## config.mk

```make
export PLATFORM = sky130hd
export DESIGN_NAME = irq_status_bank
export DESIGN_NICKNAME = d
export VERILOG_FILES = /design/src/rtl/irq_pkg.sv /design/src/rtl/irq_w1c_bank.sv /design/src/rtl/irq_mask_reg.sv /design/src/rtl/irq_readback.sv /design/src/rtl/irq_status_bank.sv
export SDC_FILE = /design/constraint.sdc
export NUM_CORES = 1
export LEC_CHECK = 0
export ABC_AREA = 1
export ABC_CLOCK_PERIOD_IN_PS = 900
export BUFFER_PORTS_ARGS = -buffer_cell sky130_fd_sc_hd__buf_2
export CORE_UTILIZATION = 52
export CTS_BUF_LIST = sky130_fd_sc_hd__clkbuf_4
export DETAILED_ROUTE_END_ITERATION = 7
export PLACE_DENSITY = 0.79
export SLEW_MARGIN = 20
export SYNTH_ARGS = -nofsm -noshare
export SYNTH_HDL_FRONTEND = slang
export SYNTH_SLANG_ARGS = --single-unit
```

## constraint.sdc

```tcl
create_clock -name clk_i -period 0.9 [get_ports clk_i]
set_input_delay 0.045 -clock clk_i [delete_from_list [all_inputs] [get_ports clk_i]]
set_output_delay 0.045 -clock clk_i [all_outputs]
set_load 0.005 [all_outputs]
```

## src/rtl/irq_pkg.sv

```systemverilog
package irq_pkg;
  localparam int SUM_BIT = 15;
  localparam int ERR_LSB = 16;

  localparam logic [2:0] ADDR_STAT    = 3'd0;
  localparam logic [2:0] ADDR_SEN     = 3'd1;
  localparam logic [2:0] ADDR_GEN     = 3'd2;
  localparam logic [2:0] ADDR_GEN_SET = 3'd3;
  localparam logic [2:0] ADDR_GEN_CLR = 3'd4;
  localparam logic [2:0] ADDR_ACMD    = 3'd5;

  typedef enum int {
    EV_CMD_DONE  = 0,
    EV_XFER_DONE = 1,
    EV_WBUF_RDY  = 2,
    EV_RBUF_RDY  = 3,
    EV_CARD_INS  = 4
  } norm_evt_e;
endpackage

```

## src/rtl/irq_w1c_bank.sv

```systemverilog
module irq_w1c_bank #(
  parameter int W = 8
) (
  input  logic         clk_i,
  input  logic         rst_ni,
  input  logic [W-1:0] set_i,
  input  logic [W-1:0] en_i,
  input  logic [W-1:0] clr_i,
  output logic [W-1:0] q_o
);
  for (genvar i = 0; i < W; i++) begin : g_bit
    always_ff @(posedge clk_i or negedge rst_ni) begin
      if (!rst_ni)                  q_o[i] <= 1'b0;
      else if (set_i[i] && en_i[i]) q_o[i] <= 1'b1;  // event beats clear
      else if (clr_i[i])            q_o[i] <= 1'b0;
    end
  end
endmodule

```

## src/rtl/irq_mask_reg.sv

```systemverilog
module irq_mask_reg #(
  parameter int W = 8
) (
  input  logic         clk_i,
  input  logic         rst_ni,
  input  logic         load_i,
  input  logic         set_i,
  input  logic         clr_i,
  input  logic [W-1:0] data_i,
  output logic [W-1:0] q_o
);
  always_ff @(posedge clk_i or negedge rst_ni) begin
    if (!rst_ni)     q_o <= '0;
    else if (load_i) q_o <= data_i;
    else if (set_i)  q_o <= q_o | data_i;
    else if (clr_i)  q_o <= q_o & ~data_i;
  end
endmodule

```

## src/rtl/irq_readback.sv

```systemverilog
module irq_readback
  import irq_pkg::*;
#(
  parameter int NORM_W = 5,
  parameter int ERR_W  = 8,
  parameter int ACMD_W = 8,
  parameter int DW     = 32,
  localparam int STAT_W = NORM_W + ERR_W
) (
  input  logic [2:0]        addr_i,
  input  logic [STAT_W-1:0] stat_i,
  input  logic [STAT_W-1:0] sen_i,
  input  logic [STAT_W-1:0] gen_i,
  input  logic [ACMD_W-1:0] acmd_i,
  output logic [DW-1:0]     rdata_o
);
  logic [DW-1:0] stat_w, sen_w, gen_w, acmd_w;

  always_comb begin
    stat_w = '0;
    sen_w  = '0;
    gen_w  = '0;
    acmd_w = '0;
    stat_w[NORM_W-1:0]       = stat_i[NORM_W-1:0];
    stat_w[ERR_LSB +: ERR_W] = stat_i[STAT_W-1:NORM_W];
    stat_w[SUM_BIT]          = |stat_i[STAT_W-1:NORM_W];
    sen_w[NORM_W-1:0]        = sen_i[NORM_W-1:0];
    sen_w[ERR_LSB +: ERR_W]  = sen_i[STAT_W-1:NORM_W];
    gen_w[NORM_W-1:0]        = gen_i[NORM_W-1:0];
    gen_w[ERR_LSB +: ERR_W]  = gen_i[STAT_W-1:NORM_W];
    acmd_w[ACMD_W-1:0]       = acmd_i;
  end

  always_comb begin
    unique case (addr_i)
      ADDR_STAT:                        rdata_o = stat_w;
      ADDR_SEN:                         rdata_o = sen_w;
      ADDR_GEN, ADDR_GEN_SET, ADDR_GEN_CLR: rdata_o = gen_w;
      ADDR_ACMD:                        rdata_o = acmd_w;
      default:                          rdata_o = '0;
    endcase
  end
endmodule

```

## src/rtl/irq_status_bank.sv

```systemverilog
module irq_status_bank
  import irq_pkg::*;
#(
  parameter int NORM_W = 5,
  parameter int ERR_W  = 8,
  parameter int ACMD_W = 8,
  parameter int DW     = 32,
  localparam int STAT_W = NORM_W + ERR_W
) (
  input  logic              clk_i,
  input  logic              rst_ni,
  input  logic [NORM_W-1:0] evt_norm_i,
  input  logic [ERR_W-1:0]  evt_err_i,
  input  logic [ACMD_W-1:0] acmd_err_i,
  input  logic              reg_wr_i,
  input  logic [2:0]        reg_addr_i,
  input  logic [DW-1:0]     reg_wdata_i,
  output logic [DW-1:0]     reg_rdata_o,
  output logic              irq_o
);
  logic [STAT_W-1:0] evt_vec, wd_vec, stat_clr;
  logic [STAT_W-1:0] stat_q, sen_q, gen_q;
  logic [ACMD_W-1:0] acmd_q, acmd_clr;
  logic              wr_stat, wr_sen, wr_gen, wr_gen_set, wr_gen_clr, wr_acmd;
  logic              irq_q;
  logic              unused_wdata;

  assign evt_vec = {evt_err_i, evt_norm_i};
  assign wd_vec  = {reg_wdata_i[ERR_LSB +: ERR_W], reg_wdata_i[NORM_W-1:0]};
  assign unused_wdata = ^{reg_wdata_i[DW-1:ERR_LSB+ERR_W], reg_wdata_i[ERR_LSB-1:NORM_W]};

  assign wr_stat    = reg_wr_i && (reg_addr_i == ADDR_STAT);
  assign wr_sen     = reg_wr_i && (reg_addr_i == ADDR_SEN);
  assign wr_gen     = reg_wr_i && (reg_addr_i == ADDR_GEN);
  assign wr_gen_set = reg_wr_i && (reg_addr_i == ADDR_GEN_SET);
  assign wr_gen_clr = reg_wr_i && (reg_addr_i == ADDR_GEN_CLR);
  assign wr_acmd    = reg_wr_i && (reg_addr_i == ADDR_ACMD);

  assign stat_clr = wr_stat ? wd_vec : '0;
  assign acmd_clr = wr_acmd ? reg_wdata_i[ACMD_W-1:0] : '0;

  irq_mask_reg #(.W(STAT_W)) u_sen (
    .clk_i, .rst_ni,
    .load_i(wr_sen), .set_i(1'b0), .clr_i(1'b0),
    .data_i(wd_vec), .q_o(sen_q)
  );

  irq_mask_reg #(.W(STAT_W)) u_gen (
    .clk_i, .rst_ni,
    .load_i(wr_gen), .set_i(wr_gen_set), .clr_i(wr_gen_clr),
    .data_i(wd_vec), .q_o(gen_q)
  );

  irq_w1c_bank #(.W(STAT_W)) u_stat (
    .clk_i, .rst_ni,
    .set_i(evt_vec), .en_i(sen_q), .clr_i(stat_clr), .q_o(stat_q)
  );

  // stop-command errors are recorded unconditionally
  irq_w1c_bank #(.W(ACMD_W)) u_acmd (
    .clk_i, .rst_ni,
    .set_i(acmd_err_i), .en_i({ACMD_W{1'b1}}), .clr_i(acmd_clr), .q_o(acmd_q)
  );

  irq_readback #(
    .NORM_W(NORM_W), .ERR_W(ERR_W), .ACMD_W(ACMD_W), .DW(DW)
  ) u_rb (
    .addr_i(reg_addr_i), .stat_i(stat_q), .sen_i(sen_q), .gen_i(gen_q),
    .acmd_i(acmd_q), .rdata_o(reg_rdata_o)
  );

  always_ff @(posedge clk_i or negedge rst_ni) begin
    if (!rst_ni) irq_q <= 1'b0;
    else         irq_q <= |(stat_q & gen_q);
  end
  assign irq_o = irq_q;
endmodule

```

==> summary.md, run 1 <==
| Metric | Value |
|---|---|
| Status | `finished, violations left` |
| Violated checks | `negative setup slack` |
| Final WL | `7980 µm` |
| Min-Delay Path Class | `primary input to flip-flop` |
| Setup Skew | `0.00980 ns` |
| Power Density | `1480 mW/mm²` |
| Synth cell types | `22` |
| Crit Path Max Fanout | `2` |
| Max VDD drop | `0.988 mV` |
| Global route overflow | `0` |
| WP data arrival | `1.29 ns` |
| GRT Total Usage | `30.4%` |
| Layout Nets | `569` |
| DRC | `0` |
| TritonCTS buffer count | `5` |
| Crit path kind | `flip-flop to output port` |
| Post-synthesis sequential area ratio | `46.4%` |
| CP peak stage delay | `0.43 ns` |
| Clock network power share | `17.1%` |
| RSZ-0062 raised after global routing | `yes` |
| Power Internal | `3.85 mW` |
| Reg2reg setup slack | `-0.30 ns` |
| Largest net degree at the start of global routing | `49` |
| Cell family contributing the most delay on the critical path | `flip-flops` |
| CP Capture Type | `output port` |
| Die H | `72.6 µm` |
| Post-Syn Area | `0.00259 mm²` |
| Synth warn | `0` |
| Initial antenna violation count | `0` |
| R2R depth | `6` |
| Post-layout instance area | `0.00389 mm²` |
| Sw Pwr | `1.88 mW` |
| Die width | `72.6 µm` |
| Final period util | `148%` |
| Max Slew Vio Count | `0` |
| Flop pwr share | `48.1%` |
| ANT nets after route | `0` |
| CTS sink count | `48` |
| Min-delay src | `reg_addr_i[0]` |
| Max-cap check violation count | `0` |
| Final hold violations | `0` |
| Share of post-route cells with drive strength above 1 | `33.1%` |
| Num ports | `92` |
| Top cell by count, worst path | `nor2_1` |
| CTS tree | `yes` |
| Synth top area cells | `dfrtp_1, nand2_1, inv_1` |
| Post-synthesis average cell area | `7.36 µm²` |
| Drt first-iter violations | `247` |
| Critical-path cell list | `inv_2 > nand4_1 > nor2_1 > nor2_1 > buf_2` |
| Minimum clock period | `1.33 ns` |
| Vias | `2882` |
| Hold path depth | `5` |
| Post-synth top area cell | `dfrtp_1` |
| Htree depth | `2` |
| Fill cells | `326` |
| Final setup viols | `22` |
| Final TNS setup | `-4.91 ns` |
| Rows | `25` |
| Count of input and output buffers | `60` |
| Worst EP required | `0.85 ns` |
| Vias in the first global route | `2772` |
| Initial Util | `54.5%` |
| Clk buf depth | `2` |
| Placed Area | `0.00312 mm²` |
| Yosys reg bits | `48` |
| Antenna Cells | `0` |
| DR WL/cell | `13.8 µm` |
| Setup ws final | `-0.435 ns` |
| Crit Reg-Reg Startpoint | `u_stat.q_o[6]` |
| DIE AREA | `0.00527 mm²` |
| Synth top area share | `46.4%` |
| Static Leak | `2.10 nW` |
| Worst setup SP type | `flip-flop` |
| Clk_lat worst skew | `0.37 ns` |
| Post-DR vias/cell | `4.99` |
| Clk slew on worst S/H paths | `0.14 ns` |
| RePlAce Congestion | `0.861` |
| Combinational Power Share | `34.8%` |
| P&R area growth vs syn | `50.0%` |
| Fmax | `749 MHz` |
| Global-route wire length before repair | `12200 µm` |
| Worst R2R End | `irq_o` |
| Cells after Synth | `352` |
| Layout Utilization | `81.7%` |
| Sw Share | `32.8%` |
| CTS root buf | `clkbuf_4` |
| Pre-antenna DRT Iters | `4` |
| Core area | `0.00475 mm²` |
| Detail Placement HPWL | `4800 µm` |
| Crit path buf inv count | `2` |
| Slowest stage cell, crit path | `dfrtp_1` |
## layout by cell type, fill, tap and decap left out, types with 3 or more instances in the layout
master / n
o21ai_2: 4
buf_6: 15
inv_1: 27
dfrtp_1: 48
o21ai_0: 7
conb_1: 15
dlygate4sd3_1: 38
nand2_1: 159
nor2_2: 3
buf_4: 46
o21ai_1: 16
nand3_1: 7
o211ai_1: 8
inv_2: 9
clkbuf_4: 5
nand2_4: 3
nand2_2: 16
nand4_1: 10
nor2_1: 5
buf_2: 60
## per-layer routing
metal | GRT usage [%] | vias to the layer above | routed length, µm
li1 | - | 1372 | -
met1 | 35.8 | 1367 | 3160
met2 | 55.7 | 125 | 4150
met3 | 5.11 | 18 | 495
met4 | 10.7 | 0 | 178
met5 | 0 | - | 0
## per-stage QoR
stage | std cells | power, mW | setup slack [ns] | hold WS (ns)
finish | 578 | 5.74 | -0.435 | 0.0804
floorplan | 366 | 3.45 | -0.00677 | -0.251
CTS | 563 | 5.42 | -0.395 | 0.0597
global route | 578 | 6.08 | -0.509 | 0.106
detailed placement | 502 | 4.06 | -0.190 | 0.0481
global placement | 502 | 4.02 | -0.144 | 0.0495
## tightest hold or removal path: cells and delay by family
family,cells,cell delay [ns]
buffers and inverters,1,0.11
AND/OR/NAND/NOR,3,0.15
AO/OA/AOI/OAI,1,0.10
## cells in the mapped netlist (all sizes together)
cell type    n
nand3        7
a21oi        2
nand4       10
inv         37
conb         1
dfrtp       48
nor3         1
o211ai       8
nor2         9
buf         23
nand2      178
o21ai       27
clkbuf       1
## kinds of logic (layout without fill, tap and decap cells)
kind of cell,after synthesis,count (layout),share of synthesized area [%]
AND/OR/NAND/NOR,205,205,32.8
buffers and inverters,61,206,12.6
flip-flops,48,48,46.4
AO/OA/AOI/OAI,37,37,8.06
other,1,15,0.145
## how the worst max path moves through the flow
stage / to / cells after the start / from
floorplan: flip-flop / 8 / reg_addr_i[2]
global placement: u_stat.q_o[4] / 8 / reg_addr_i[1]
finish: reg_rdata_o[15] / 5 / u_stat.q_o[6]
detailed placement: u_stat.q_o[0] / 8 / reg_addr_i[1]
CTS: reg_rdata_o[15] / 5 / u_stat.q_o[5]
global route: reg_rdata_o[15] / 5 / u_stat.q_o[6]
## layout make-up
class	instances	area, µm²	area share, %
timing repair buffer	161	1230	31.8
tap	67	83.8	2.16
inverter	37	141	3.64
clock inverter	3	13.8	0.354
sequential	48	1200	30.9
clock buffer	5	37.5	0.966
multi-input combinational	257	1170	30.2
## power by group through the flow
stage	clock [mW]	combinational (mW)	sequential [mW]
finish	0.984	2.00	2.76
floorplan	0	0.734	2.72
global placement	0	1.25	2.76
CTS	0.993	1.70	2.73
global route	1.12	2.18	2.78
detailed placement	0	1.29	2.77
## what timing repair did
action                                  4_1_cts  5_1_grt
endpoints found under the setup margin       19       20
hold buffers                                 38        0
gates resized for setup                      22       22
pin swaps                                    26       17
endpoints found under the hold margin        95        0
buffers inserted                             15       16
(Power assumes the default switching activity.)
==> run 2, diff against run 1 <==
--- a/config.mk
+++ b/config.mk
@@ -5,13 +5,12 @@
 export SDC_FILE = /design/constraint.sdc
 export NUM_CORES = 1
 export LEC_CHECK = 0
-export ABC_AREA = 1
 export ABC_CLOCK_PERIOD_IN_PS = 900
 export BUFFER_PORTS_ARGS = -buffer_cell sky130_fd_sc_hd__buf_2
 export CORE_UTILIZATION = 52
 export CTS_BUF_LIST = sky130_fd_sc_hd__clkbuf_4
 export DETAILED_ROUTE_END_ITERATION = 7
-export PLACE_DENSITY = 0.79
+export PLACE_DENSITY = 0.78
 export SLEW_MARGIN = 20
 export SYNTH_ARGS = -nofsm -noshare
 export SYNTH_HDL_FRONTEND = slang
==> summary.md, run 2 <==
| Metric | Value |
|---|---|
| Status | `finished, violations left (unchanged)` |
| Violated checks | `negative setup slack (unchanged)` |
| ANT nets after route | `0 (unchanged)` |
| Max VDD drop | `0.872 mV (was 0.988 mV)` |
| Rows | `25 (unchanged)` |
| Post-DR vias/cell | `6.12 (was 4.99)` |
| Post-synthesis average cell area | `10.9 µm² (was 7.36 µm²)` |
| Clk_lat worst skew | `0.37 ns (about the same)` |
| Critical-path cell list | `mux4_2 > a22o_1 > buf_2 (was inv_2 > nand4_1 > nor2_1 > nor2_1 > buf_2)` |
| Most numerous cell in the Yosys netlist | `dfrtp_1 (was nand2_1)` |
| Global route overflow | `0 (unchanged)` |
| Drt first-iter violations | `272 (was 247)` |
| GRT Total Usage | `35.4% (was 30.4%)` |
| Synth warn | `0 (unchanged)` |
| Sw Share | `31.9% (was 32.8%)` |
| Cell family contributing the most delay on the critical path | `multiplexers (was flip-flops)` |
| Commonest non-fill, non-tap cell in the layout | `buf_2 (was nand2_1)` |
| CTS tree | `yes (unchanged)` |
| Crit path buf inv count | `1 (was 2)` |
| Num ports | `92 (unchanged)` |
| Htree depth | `2 (unchanged)` |
| DIE AREA | `0.00543 mm² (was 0.00527 mm²)` |
| Power Density | `1340 mW/mm² (was 1480 mW/mm²)` |
| RSZ-0062 raised after global routing | `yes (unchanged)` |
| Clk slew on worst S/H paths | `0.15 ns (was 0.14 ns)` |
| Post-layout instance area | `0.00438 mm² (was 0.00389 mm²)` |
| Crit path kind | `flip-flop to output port (unchanged)` |
| Max Slew Vio Count | `0 (unchanged)` |
| Final setup viols | `42 (was 22)` |
| CP peak stage delay | `0.50 ns (was 0.43 ns)` |
| Max-cap check violation count | `0 (unchanged)` |
| Count of input and output buffers | `60 (unchanged)` |
| Async SR Flop Fraction | `100% (unchanged)` |
| Worst EP required | `0.85 ns (about the same)` |
| Sw Pwr | `1.87 mW (was 1.88 mW)` |
| Vias in the first global route | `2879 (was 2772)` |
| Final WL | `10300 µm (was 7980 µm)` |
| Critical path depth in cells | `3 (was 5)` |
| Yosys reg bits | `48 (unchanged)` |
| Setup Skew | `0.0118 ns (was 0.00980 ns)` |
| Synth top area cells | `dfrtp_1, a22o_1, buf_4 (was dfrtp_1, nand2_1, inv_1)` |
| Commonest non-fill, non-tap cells in the layout | `buf_2, buf_4, dfrtp_1 (was nand2_1, buf_2, dfrtp_1)` |
| Min-Delay Path Class | `primary input to asynchronous set/reset pin (was primary input to flip-flop)` |
| Vias | `2966 (was 2882)` |
| DR WL/cell | `21.3 µm (was 13.8 µm)` |
| R2R depth | `5 (was 6)` |
| Static Leak | `2.04 nW (was 2.10 nW)` |
| CTS sink count | `48 (unchanged)` |
| Top cells by count, synth | `dfrtp_1, a21oi_1, nand2_1, a22o_1, buf_4 (was nand2_1, dfrtp_1, inv_1, o21ai_1, buf_4)` |
| Fmax | `587 MHz (was 749 MHz)` |
| Combinational Power Share | `37.0% (was 34.8%)` |
| Die H | `73.7 µm (was 72.6 µm)` |
| Flop pwr share | `46.4% (was 48.1%)` |
| WP data arrival | `1.66 ns (was 1.29 ns)` |
| Cells after Synth | `246 (was 352)` |
| Reg2reg setup slack | `-0.38 ns (was -0.30 ns)` |
| P&R area growth vs syn | `64.1% (was 50.0%)` |
| Synth cell types | `35 (was 22)` |
| Final period util | `189% (was 148%)` |
| Largest net degree at the start of global routing | `49 (unchanged)` |
| Post-synthesis sequential area ratio | `45.0% (was 46.4%)` |
| Synth top area share | `45.0% (was 46.4%)` |
| Clk buf depth | `2 (unchanged)` |
| Worst setup SP type | `flip-flop (unchanged)` |
| Top FF cell, synth | `dfrtp_1 (unchanged)` |
| Layout Nets | `477 (was 569)` |
| Initial antenna violation count | `0 (unchanged)` |
| Slowest stage cell, crit path | `mux4_2 (was dfrtp_1)` |
| Final hold violations | `0 (unchanged)` |
| Clock network power share | `16.6% (was 17.1%)` |
| Share of post-route cells with drive strength above 1 | `50.0% (was 33.1%)` |
| Setup ws final | `-0.805 ns (was -0.435 ns)` |
| Final TNS setup | `-10.90 ns (was -4.91 ns)` |
| CP Capture Type | `output port (unchanged)` |
| CTS root buf | `clkbuf_4 (unchanged)` |
| Initial Util | `55.5% (was 54.5%)` |
| DRC | `0 (unchanged)` |
| Power Internal | `3.99 mW (was 3.85 mW)` |
| Placed Area | `0.00344 mm² (was 0.00312 mm²)` |
| Die width | `73.7 µm (was 72.6 µm)` |
| Detail Placement HPWL | `5070 µm (was 4800 µm)` |
| Pre-antenna DRT Iters | `5 (was 4)` |
| EDFF count, synth | `0 (unchanged)` |
| Post-synth top area cell | `dfrtp_1 (unchanged)` |
| Post-Syn Area | `0.00267 mm² (was 0.00259 mm²)` |
| Worst R2R End | `irq_o (unchanged)` |
| TritonCTS buffer count | `5 (unchanged)` |
| Antenna Cells | `0 (unchanged)` |
| Global-route wire length before repair | `14200 µm (was 12200 µm)` |
| Minimum clock period | `1.70 ns (was 1.33 ns)` |
| Crit Path Max Fanout | `2 (unchanged)` |
| Core area | `0.00482 mm² (was 0.00475 mm²)` |
| RePlAce Congestion | `0.857 (was 0.861)` |
==> run 2: cell types whose count changed in the layout (fill, tap and decap cells not counted), moves of 8 or more <==
| cell | before | now |
|---|---|---|
| a21o_1 | 0 | 8 |
| a21oi_2 | 1 | 16 |
| a22o_1 | 0 | 19 |
| a31oi_1 | 0 | 8 |
| and3b_1 | 0 | 8 |
| buf_6 | 15 | 39 |
| inv_1 | 27 | 0 |
| inv_2 | 9 | 0 |
| mux2_4 | 0 | 13 |
| nand2_1 | 159 | 22 |
| nand2_2 | 16 | 0 |
| nand4_1 | 10 | 0 |
| o211ai_1 | 8 | 0 |
==> run 2: tightest hold or removal path, stage by stage <==
cell and delay (ns):
dlygate4sd3_1 0.53, buf_2 0.13, buf_12 0.26
==> run 2: worst max-delay path by stage <==
stage | start | end | slack [ns]
2_1_floorplan | flip-flop | reg_rdata_o[0] | -0.17
3_3_place_gp | reg_addr_i[2] | reg_rdata_o[19] | -0.34
3_5_place_dp | reg_addr_i[0] | flip-flop | -0.36
4_1_cts | flip-flop | reg_rdata_o[0] | -0.72
6_report | flip-flop | reg_rdata_o[3] | -0.80
5_1_grt | flip-flop | reg_rdata_o[3] | -0.81
==> run 2: layout make-up <==
class | count | area, µm²
clock buffers | 5 | 37.5
clock inverters | 2 | 7.51
fillers | 201 | 433
inverters | 1 | 3.75
multi-input cells | 179 | 1530
flip-flops and latches | 48 | 1210
well taps | 67 | 83.8
repair buffers | 183 | 1510
==> run 2: timing repair <==
| item | 4_1_cts | 5_1_grt |
|---|---|---|
| resized for setup | 48 | 44 |
| buffers inserted | 20 | 15 |
| hold endpoints to repair | 93 | 0 |
| endpoints found under the setup margin | 30 | 49 |
| pin swaps | 20 | 18 |
| hold buffers | 38 | 0 |
==> run 2: stage by stage <==
stage               setup WS, ns  hold slack [ns]  cells  total power [mW]  utilization [%]
finish                    -0.805            0.200    485              5.86             91.0
global route              -0.811            0.211    485              6.06             91.0
CTS                       -0.723            0.189    479              5.48             86.4
detailed placement        -0.361           0.0518    416              4.17             71.5
global placement          -0.340           0.0519    416              4.12             71.5
floorplan                 -0.175           -0.251    260              3.45                -
==> run 2: logic make-up (layout without fill, tap and decap cells) <==
logic type,after synthesis,count (layout),synth area share [%]
simple gates,48,48,10.8
buf+inv,33,191,8.34
mux,26,26,12.7
flops,48,48,45.0
compound gates,90,90,23.1
other cells,1,15,0.140
==> run 2: layer usage <==
layer | track usage [%] | vias to the layer above | part of all wire (%)
li1 | - | 1257 | -
met1 | 42.4 | 1461 | 37
met2 | 62.6 | 204 | 52
met3 | 7.13 | 44 | 7.4
met4 | 13.2 | 0 | 3.3
met5 | 0 | - | 0
==> run 2: power groups by stage <==
stage	Clock, mW	Sequential [mW]	Combinational (mW)
6_report	0.971	2.72	2.17
5_1_grt	1.04	2.74	2.29
4_1_cts	0.972	2.67	1.84
3_5_place_dp	0	2.70	1.47
3_3_place_gp	0	2.69	1.43
2_1_floorplan	0	2.65	0.801
